==> src/rtl/prio_intc_pkg.sv <==
// Shared definitions for the masked priority interrupt controller.
// Assumes the line count is a whole multiple of the data word width.
package prio_intc_pkg;

    // Width of one per-line control register.
    localparam int CTRL_W = 8;

    // Field layout inside a control register.
    localparam int PRI_LSB = 0;

endpackage

==> src/rtl/prio_intc_regfile.sv <==
// Register storage: the mask words and one control byte per line.
// Assumes NUM_SRC is a multiple of DATA_W with at least two words, and
// the address has one more bit than the line index. The top bit selects
// the control bank. Reads are combinational.
module prio_intc_regfile #(
    parameter int NUM_SRC = 64,
    parameter int DATA_W  = 32,
    parameter int CTRL_W  = 8,
    localparam int IDX_W  = $clog2(NUM_SRC),
    localparam int ADDR_W = IDX_W + 1
) (
    input  logic                clk,
    input  logic                rst_n,
    input  logic                wr_en,
    input  logic [ADDR_W-1:0]   addr,
    input  logic [DATA_W-1:0]   wdata,
    output logic [DATA_W-1:0]   rdata,
    output logic [NUM_SRC-1:0]  mask_vec,
    output logic [CTRL_W-1:0]   ctrl_arr [NUM_SRC]
);
    localparam int MASK_WORDS = NUM_SRC / DATA_W;
    localparam int WSEL_W     = $clog2(MASK_WORDS);
    localparam logic [NUM_SRC-1:0] MASK_RST =
        {{(NUM_SRC-DATA_W){1'b1}}, {(DATA_W-1){1'b0}}, 1'b1};

    logic              sel_ctrl;
    logic              sel_mask;
    logic [IDX_W-1:0]  line_idx;
    logic [WSEL_W-1:0] word_sel;

    // Decode which bank the current address points at.
    always_comb begin
        sel_ctrl = addr[ADDR_W-1];
        line_idx = addr[IDX_W-1:0];
        word_sel = addr[WSEL_W-1:0];
        sel_mask = !addr[ADDR_W-1] && (addr[IDX_W-1:WSEL_W] == '0);
    end

    // Mask words: reset to mask-all, whole-word writes.
    always_ff @(posedge clk) begin
        if (!rst_n) begin
            mask_vec <= MASK_RST;
        end else if (wr_en && sel_mask) begin
            mask_vec[word_sel*DATA_W +: DATA_W] <= wdata;
        end
    end

    // One control byte per line, cleared to "not configured".
    for (genvar gi = 0; gi < NUM_SRC; gi++) begin : g_ctrl
        always_ff @(posedge clk) begin
            if (!rst_n) begin
                ctrl_arr[gi] <= '0;
            end else if (wr_en && sel_ctrl && (line_idx == IDX_W'(gi))) begin
                ctrl_arr[gi] <= wdata[CTRL_W-1:0];
            end
        end
    end

    // Read-back multiplexer; unmapped addresses read zero.
    always_comb begin
        rdata = '0;
        if (sel_ctrl) begin
            rdata[CTRL_W-1:0] = ctrl_arr[line_idx];
        end else if (sel_mask) begin
            rdata = mask_vec[word_sel*DATA_W +: DATA_W];
        end
    end

endmodule

==> src/rtl/prio_intc_arbiter.sv <==
// Combinational winner selection over all lines.
// Assumes key = {level, priority}, with level in the upper bits. A line
// is eligible when it requests, is unmasked, the master mask (bit 0) is
// clear, it is not line 0 and its level is nonzero. Ties resolve to the
// lowest line number.
module prio_intc_arbiter #(
    parameter int NUM_SRC = 64,
    parameter int LVL_W   = 3,
    parameter int PRI_W   = 3,
    localparam int IDX_W  = $clog2(NUM_SRC),
    localparam int KEY_W  = LVL_W + PRI_W
) (
    input  logic [NUM_SRC-1:0] req,
    input  logic [NUM_SRC-1:0] mask_vec,
    input  logic [KEY_W-1:0]   key_arr [NUM_SRC],
    output logic               win_valid,
    output logic [IDX_W-1:0]   win_idx,
    output logic [LVL_W-1:0]   win_lvl
);
    logic [NUM_SRC-1:0] elig;
    logic [KEY_W-1:0]   best_key;

    // Per-line eligibility; line 0 is reserved as the master mask slot.
    for (genvar gi = 0; gi < NUM_SRC; gi++) begin : g_elig
        if (gi == 0) begin : g_rsv
            assign elig[gi] = 1'b0;
        end else begin : g_line
            assign elig[gi] = req[gi] && !mask_vec[gi] && !mask_vec[0]
                              && (key_arr[gi][KEY_W-1:PRI_W] != '0);
        end
    end

    // Scan upward, replacing the holder only on a strictly larger key.
    always_comb begin
        win_valid = 1'b0;
        win_idx   = '0;
        best_key  = '0;
        for (int i = 0; i < NUM_SRC; i++) begin
            if (elig[i] && (!win_valid || key_arr[i] > best_key)) begin
                win_valid = 1'b1;
                win_idx   = IDX_W'(i);
                best_key  = key_arr[i];
            end
        end
        win_lvl = best_key[KEY_W-1:PRI_W];
    end

endmodule

==> src/rtl/prio_intc.sv <==
// Masked priority interrupt controller top level.
// Holds the register file and the arbiter, and registers the forwarded
// level and vector. Assumes VEC_BASE + NUM_SRC - 1 fits in VEC_W bits.
module prio_intc #(
    parameter int NUM_SRC  = 64,
    parameter int DATA_W   = 32,
    parameter int LVL_W    = 3,
    parameter int PRI_W    = 3,
    parameter int VEC_W    = 8,
    parameter int VEC_BASE = 64,
    localparam int IDX_W   = $clog2(NUM_SRC),
    localparam int ADDR_W  = IDX_W + 1
) (
    input  logic                clk,
    input  logic                rst_n,
    input  logic                wr_en,
    input  logic [ADDR_W-1:0]   addr,
    input  logic [DATA_W-1:0]   wdata,
    output logic [DATA_W-1:0]   rdata,
    input  logic [NUM_SRC-1:0]  irq_i,
    output logic [LVL_W-1:0]    irq_level_o,
    output logic [VEC_W-1:0]    irq_vector_o
);
    import prio_intc_pkg::*;

    localparam int KEY_W = LVL_W + PRI_W;

    logic [NUM_SRC-1:0] mask_vec;
    logic [CTRL_W-1:0]  ctrl_arr [NUM_SRC];
    logic [KEY_W-1:0]   key_arr  [NUM_SRC];
    logic               win_valid;
    logic [IDX_W-1:0]   win_idx;
    logic [LVL_W-1:0]   win_lvl;

    prio_intc_regfile #(
        .NUM_SRC(NUM_SRC),
        .DATA_W (DATA_W),
        .CTRL_W (CTRL_W)
    ) u_regs (
        .clk     (clk),
        .rst_n   (rst_n),
        .wr_en   (wr_en),
        .addr    (addr),
        .wdata   (wdata),
        .rdata   (rdata),
        .mask_vec(mask_vec),
        .ctrl_arr(ctrl_arr)
    );

    // Extract the level/priority key from each control byte.
    for (genvar gi = 0; gi < NUM_SRC; gi++) begin : g_key
        assign key_arr[gi] = ctrl_arr[gi][PRI_LSB +: KEY_W];
    end

    prio_intc_arbiter #(
        .NUM_SRC(NUM_SRC),
        .LVL_W  (LVL_W),
        .PRI_W  (PRI_W)
    ) u_arb (
        .req      (irq_i),
        .mask_vec (mask_vec),
        .key_arr  (key_arr),
        .win_valid(win_valid),
        .win_idx  (win_idx),
        .win_lvl  (win_lvl)
    );

    // Register the forwarded level and vector; zero when nothing wins.
    always_ff @(posedge clk) begin
        if (!rst_n) begin
            irq_level_o  <= '0;
            irq_vector_o <= '0;
        end else if (win_valid) begin
            irq_level_o  <= win_lvl;
            irq_vector_o <= VEC_W'(VEC_BASE) + VEC_W'(win_idx);
        end else begin
            irq_level_o  <= '0;
            irq_vector_o <= '0;
        end
    end

endmodule

==> config.mk <==
export PLATFORM = sky130hd
export DESIGN_NAME = prio_intc
export DESIGN_NICKNAME = d
export VERILOG_FILES = /design/src/rtl/prio_intc_pkg.sv /design/src/rtl/prio_intc_regfile.sv /design/src/rtl/prio_intc_arbiter.sv /design/src/rtl/prio_intc.sv
export SDC_FILE = /design/constraint.sdc
export NUM_CORES = 2
export LEC_CHECK = 0
export ABC_CLOCK_PERIOD_IN_PS = 340400
export BUFFER_PORTS_ARGS = -buffer_cell sky130_fd_sc_hd__buf_2
export CORE_MARGIN = 2
export CORE_UTILIZATION = 60
export CTS_CLUSTER_SIZE = 25
export DETAILED_ROUTE_END_ITERATION = 10
export GPL_TIMING_DRIVEN = 0
export PLACE_DENSITY = 0.77
export SYNTH_ARGS = -nofsm -noshare
export SYNTH_HDL_FRONTEND = slang
export SYNTH_SLANG_ARGS = --single-unit
==> constraint.sdc <==
create_clock -name clk -period 340.4 [get_ports clk]
set_input_delay 17.02 -clock clk [delete_from_list [all_inputs] [get_ports clk]]
set_output_delay 17.02 -clock clk [all_outputs]
set_load 0.005 [all_outputs]
# == After elaboration in Yosys (flattened, before gate mapping) ==
# Index checks and enable logic that the tools add are counted.
# totals
ff_bits,587
in_bits,106
out_inout_bits,43
# op_classes
addsub,2
n_lt_le_gt_ge,63
n_eq_ne,63
n_shift,3
mux,196
bitwise,1
reduce_logical,573
# ops
operator,n
6-bit two-way mux,125
6-bit greater-than comparator,62
1-bit logical AND,318
"6-bit equality test, second input constant",32
3-bit nonzero test,63
1-bit zero test,127
"6-bit by 5-bit equality test with 1-bit output, second input constant",16
64-bit bitwise mux,1
1-bit two-way mux,64
"32-bit by 34-bit variable shift with 64-bit output, first input constant",1
32-bit by 34-bit variable part select with 64-bit output,1
64-bit by 7-bit variable part select with 32-bit output,1
1-bit logical OR,62
8-bit binary-select mux with 6-bit select,1
"6-bit by 4-bit equality test with 1-bit output, second input constant",8
6-bit negation with 34-bit output,1
32-bit two-way mux,1
"6-bit by 3-bit equality test with 1-bit output, second input constant",4
24-bit two-way mux,1
8-bit two-way mux,3
"6-bit by 2-bit equality test with 1-bit output, second input constant",2
"7-bit by 6-bit adder with 8-bit output, first input constant",1
"7-bit >= comparator, second input constant",1
6-bit inverter with 7-bit output,1
other kinds (4),4

# == Depth between registers and ports, before layout ==
# logic_depth
ltp_word,254
ltp_mapped,648
ltp_nobuf,614

# == Modules after synthesis ==
# A second synthesis with hierarchy kept.
# unflattened
cells_unflattened,6400
area_unflattened_um2,50444.6
# by_module_without_submodules
module,instances,cells_each,area_per_inst_um2
prio_intc_regfile,1,2978,26905.8
prio_intc_arbiter,1,3400,23263.6
prio_intc,1,22,275.3

# == Least setup slack after synthesis ==
# Ideal clock, no wire load.
# synth_timing
path_kind,in2reg
start,input irq_i[1]
end,register irq_vector_o[4]
setup_ns,0.120
arrival_time_ns,125.323
slack_ns,214.957
cell_stages,595
n_path_buf,34
cell_sequence,or3b_1 -> nor2_2 -> nand2_1 -> ha_1 -> and4_1 -> nor4b_1 -> nor3_1 -> and2_0 -> nand2_1 -> o21ai_0 -> inv_1 -> ha_1 -> nand2_1 -> nor3_1 -> o21ai_1 -> nor2_1 -> nand2b_1 -> clkbuf_1 -> [559 not listed] -> o21ai_0 -> a32oi_1 -> o21ai_1 -> inv_1 -> and2_1 -> a31oi_1 -> ha_1 -> nor2b_1 -> o21a_1 -> o21ai_0 -> nand2b_1 -> a21oi_1 -> nor2b_1 -> o22ai_1 -> a21boi_0 -> nor2_1 -> nand4b_1 -> o31a_1
# synth_via
elab_chain_len,253
word_cells_on_any_way,441
classes_between,add/sub (1); order compare (62); mux (188); reduce/logical (190)
# synth_rtl
element,line_no,rtl
from (decl),prio_intc.sv:20,"input logic [NUM_SRC-1:0] irq_i,"
1-bit logical AND * (2 in series),prio_intc_arbiter.sv:28,assign elig[gi] = req[gi] && !mask_vec[gi] && !mask_vec[0]
1-bit logical AND *,prio_intc_arbiter.sv:29,&& (key_arr[gi][KEY_W-1:PRI_W] != '0);
6-bit two-way mux / 1-bit two-way mux (equally long branches),prio_intc_arbiter.sv:39,if (elig[i] && (!win_valid || key_arr[i] > best_key)) begin
6-bit greater-than comparator / 1-bit zero test (equally long branches),prio_intc_arbiter.sv:39,
1-bit logical OR,prio_intc_arbiter.sv:39,
1-bit logical AND,prio_intc_arbiter.sv:39,
6-bit two-way mux / 1-bit two-way mux (equally long branches),prio_intc_arbiter.sv:39,
6-bit greater-than comparator / 1-bit zero test (equally long branches),prio_intc_arbiter.sv:39,
[236 not listed],n/a,
1-bit logical OR,prio_intc_arbiter.sv:39,
1-bit logical AND,prio_intc_arbiter.sv:39,
6-bit two-way mux / 1-bit two-way mux (equally long branches),prio_intc_arbiter.sv:39,
6-bit greater-than comparator / 1-bit zero test (equally long branches),prio_intc_arbiter.sv:39,
1-bit logical OR,prio_intc_arbiter.sv:39,
1-bit logical AND,prio_intc_arbiter.sv:39,
6-bit two-way mux / 1-bit two-way mux (equally long branches),prio_intc_arbiter.sv:39,
7-bit by 6-bit adder with 8-bit output / 2-bit AND reduction (equally long branches),n/a,
to (signal assigned),prio_intc.sv:75,irq_vector_o <= VEC_W'(VEC_BASE) + VEC_W'(win_idx);
to (decl),prio_intc.sv:22,output logic [VEC_W-1:0] irq_vector_o
# Every way passes the cells marked *; elsewhere a longest branch is shown, timed or not.
# A chain may end at the register's enable or synchronous reset.

# == Worst setup path after layout ==
# Same ends and word-level chain as after synthesis.

==> metrics.md <==
| Metric | Value |
|---|---|
| Outcome | finished with violations |
| Fillers | 6,941 |
| IO buf count | 133 |
| Area Growth Syn to Fin | 8.59% |
| Slew Limit Fails | 11 |
| Post-synth cell types | 144 |
| Die Ht | 288 µm |
| CTS root buf | clkbuf_16 |
| Antenna-violating nets left | 0 |
| Total track usage | 43.0% |
| Final Setup Violations | 0 |
| Synthesized net count | 6,427 |
| Initial antenna violation count | 20 |
| Finished Core Util | 65.6% |
| Ys async rst share | 0% |
| Pre-CTS setup slack | 198,020 ps |
| Flop2flop setup slack | 212,540 ps |
| CP Capture Type | register |
| CP startpoint kind | input pin |
| Combinational Power Share | 7.4% |
| Final WS setup | 196,550 ps |
| Wire length per cell | 25.0 µm |
| First-pass GRT wire length | 274 mm |
| Top FF cell, synth | dfxtp_1 |
| Total core area | 0.0803 mm² |
| WL final | 184 mm |
| Buffer count from post-CTS setup fixing | 0 |
| Clock Sinks | 586 |
| CP max stage cell | a211oi_1 |
| Initial Util | 60.4% |
| Core Rows | 104 |
| Largest net degree at the start of global routing | 15 |
| Largest area contributor in the netlist | dfxtp_1 |
| Final hold vios | 0 |
| Gpl congestion | around 1.0 |
| Final TNS setup | 0 ps |
| Internal | 0.000113 W |
| RSZ-0062 raised after global routing | no |
| DIE AREA | 0.0831 mm² |
| R2R cell count | 598 |
| # DRC | 0 |
| Iteration count of the initial detailed-routing pass | 6 |
| Synth warnings | 0 |
| DP HPWL | 145 mm |
| Post-Syn Area | 0.0485 mm² |
| Post-synth EDFFs | 0 |
| Flops & latches, synth | 586 |
| # hold bufs at CTS | 0 |
| Peak Freq | 6.95 MHz |
| Sequential Power Share | a little under half |
| Min Hold Slack | 464 ps |
| Worst vdd ir | 4.06 µV |
| Via density | 6.72 |
| Top-count cell post-synth | nand2_1 |
| Worst EP required | 340,910 ps |
| Worst Clk Skew | 20.1 ps |
| Leak | 19.5 nW |
| Clock Power Share | 47.1% |
| Clock Latency Late Sink | about 640 ps |
| NumNets Final | 6,625 |
| Post_cts resized | 0 |
| Failing checks | max-capacitance violations, max-slew violations |
| Max-Cap Viols | 1 |
| Syn_area_per_cell | 8.00 µm² |
| Crit path DAT | 144,360 ps |
| Vias in the first global route | ~45,000 |
| Number of CTS-inserted buffers | 59 |
| Cell area power density | 2.88 mW/mm² |
| Sw Ratio | between 20% and 30% |
| Synth top area share | about a quarter |
| Overall power | between 0.00015 and 0.0002 W |
| Worst hold path depth | 2 |
| Synthesized instance count | ~6,100 |
| CTS max path bufs | 3 |
| Chip Width | approximately 290 µm |
| Total congestion overflow | 0 |
| Slew @ Worst Pin | between 1500 and 2000 ps |
| Fraction of layout cells with a size suffix above 1 | a little over a tenth |
| Critical path class | in -> reg |
| Period utilization | approximately 42% |
| Most instantiated cells after synthesis | nand2_1 (882), dfxtp_1 (586), nand3_1 (515), a21boi_0 (391), nor2_1 (357) |
| Most frequent CP cell | ha_1 |
| Worst-path fanout max | 10 |
| Seq/Total Area, Yosys | 24.2% |
| H-tree depth reported by CTS | 2 |
| I/O pins | between 100 and 150 |
| Hold Crit Class | reg -> reg |
| Slew HR | -1.77% |
| Top post-synthesis cells by area | dfxtp_1 (24%), mux4_2 (7.8%), nand2_1 (6.8%) |
| Drt initial violations | between 6,000 and 7,000 |
| Via count | 49,538 |
| CTS tree | built |
| Minimum clock period | 143,850 ps |
| Psw | about 0.000039 W |
| Largest stage delay, worst path | 800 ps |
| Reg clk slew, reported paths | 70 ps |
## metal layers
metal	track usage, %	wire length [µm]
met1	57.3	72700
met2	63.2	76500
met3	12.8	24700
met4	21.2	10200
met5	0	162
## layout by cell type (no fill, tap or decap), types with 55 or more instances in the layout
cell type	n
clkbuf_16	61
ha_1	263
mux4_2	168
a21o_1	61
mux2_2	66
nand3_1	515
a21boi_0	391
or3_1	63
nor2_1	357
o21ai_0	205
mux2i_1	251
nor2b_1	191
nand2_1	882
clkbuf_1	334
nor3_1	90
a31oi_1	55
dfxtp_1	586
a21oi_1	220
inv_1	265
and2_1	56
and3_1	64
buf_2	144
## registers in the layout, indices dropped and copies added (netlist names)
register	cells
u_regs.ctrl_arr	512
u_regs.mask_vec	64
irq_level_o	3
irq_vector_o	7
## cells by family after synthesis
logic type	Yosys count	share of synthesized area (%)
other	1	0.00774
multiplexers	498	14.9
AO/OA/AOI/OAI	1480	22.4
XOR/XNOR	74	1.38
AND/OR/NAND/NOR	2494	24.9
flip-flops	586	24.2
buffers and inverters	648	5.11
adder cells (fa/ha/maj)	277	7.09
## power groups by stage
stage | clock (W) | sequential [W] | combinational, W
floorplan | 0 | 0.0000704 | 0.00000603
global placement | 0 | 0.0000705 | 0.0000103
detailed placement | 0 | 0.0000705 | 0.0000105
CTS | 0.0000701 | 0.0000689 | 0.0000105
global route | 0.0000730 | 0.0000689 | 0.0000112
finish | 0.0000714 | 0.0000689 | 0.0000111
## cell type report
class                           instances  area, µm²  area share (%)
Multi-Input combinational cell       4824      34300            65.2
Buffer                                383       1480            2.81
Antenna cell                            9       22.5          0.0428
Timing Repair Buffer                  137        711            1.35
Tap cell                             1060       1330            2.52
Sequential cell                       586      11700            22.3
Clock inverter                         28        343           0.651
Inverter                              265        995            1.89
Clock buffer                           80       1730            3.28
## final timing paths
path,start,end
worst min register to register,u_regs.ctrl_arr[494],u_regs.ctrl_arr[494]
worst max-delay path,irq_i[1],irq_vector_o[4]
worst min-delay path,u_regs.ctrl_arr[494],u_regs.ctrl_arr[494]
worst max register to register,u_regs.mask_vec[1],irq_vector_o[4]
## critical path, delay by kind of cell
family                     cells  cell delay, ps
AOI/OAI and AO/OA            266           58370
muxes                         27            8210
and+or+nand+nor              173           28510
adders and majority gates     71           21210
buffers and inverters         62           10820
## through the flow
step	std cells	cell area [µm²]
finish	7372	52600
global route	7363	52600
CTS	7363	52600
detailed placement	7255	50500
global placement	7251	50500
floorplan	6058	48500
(Power assumes the default switching activity.)
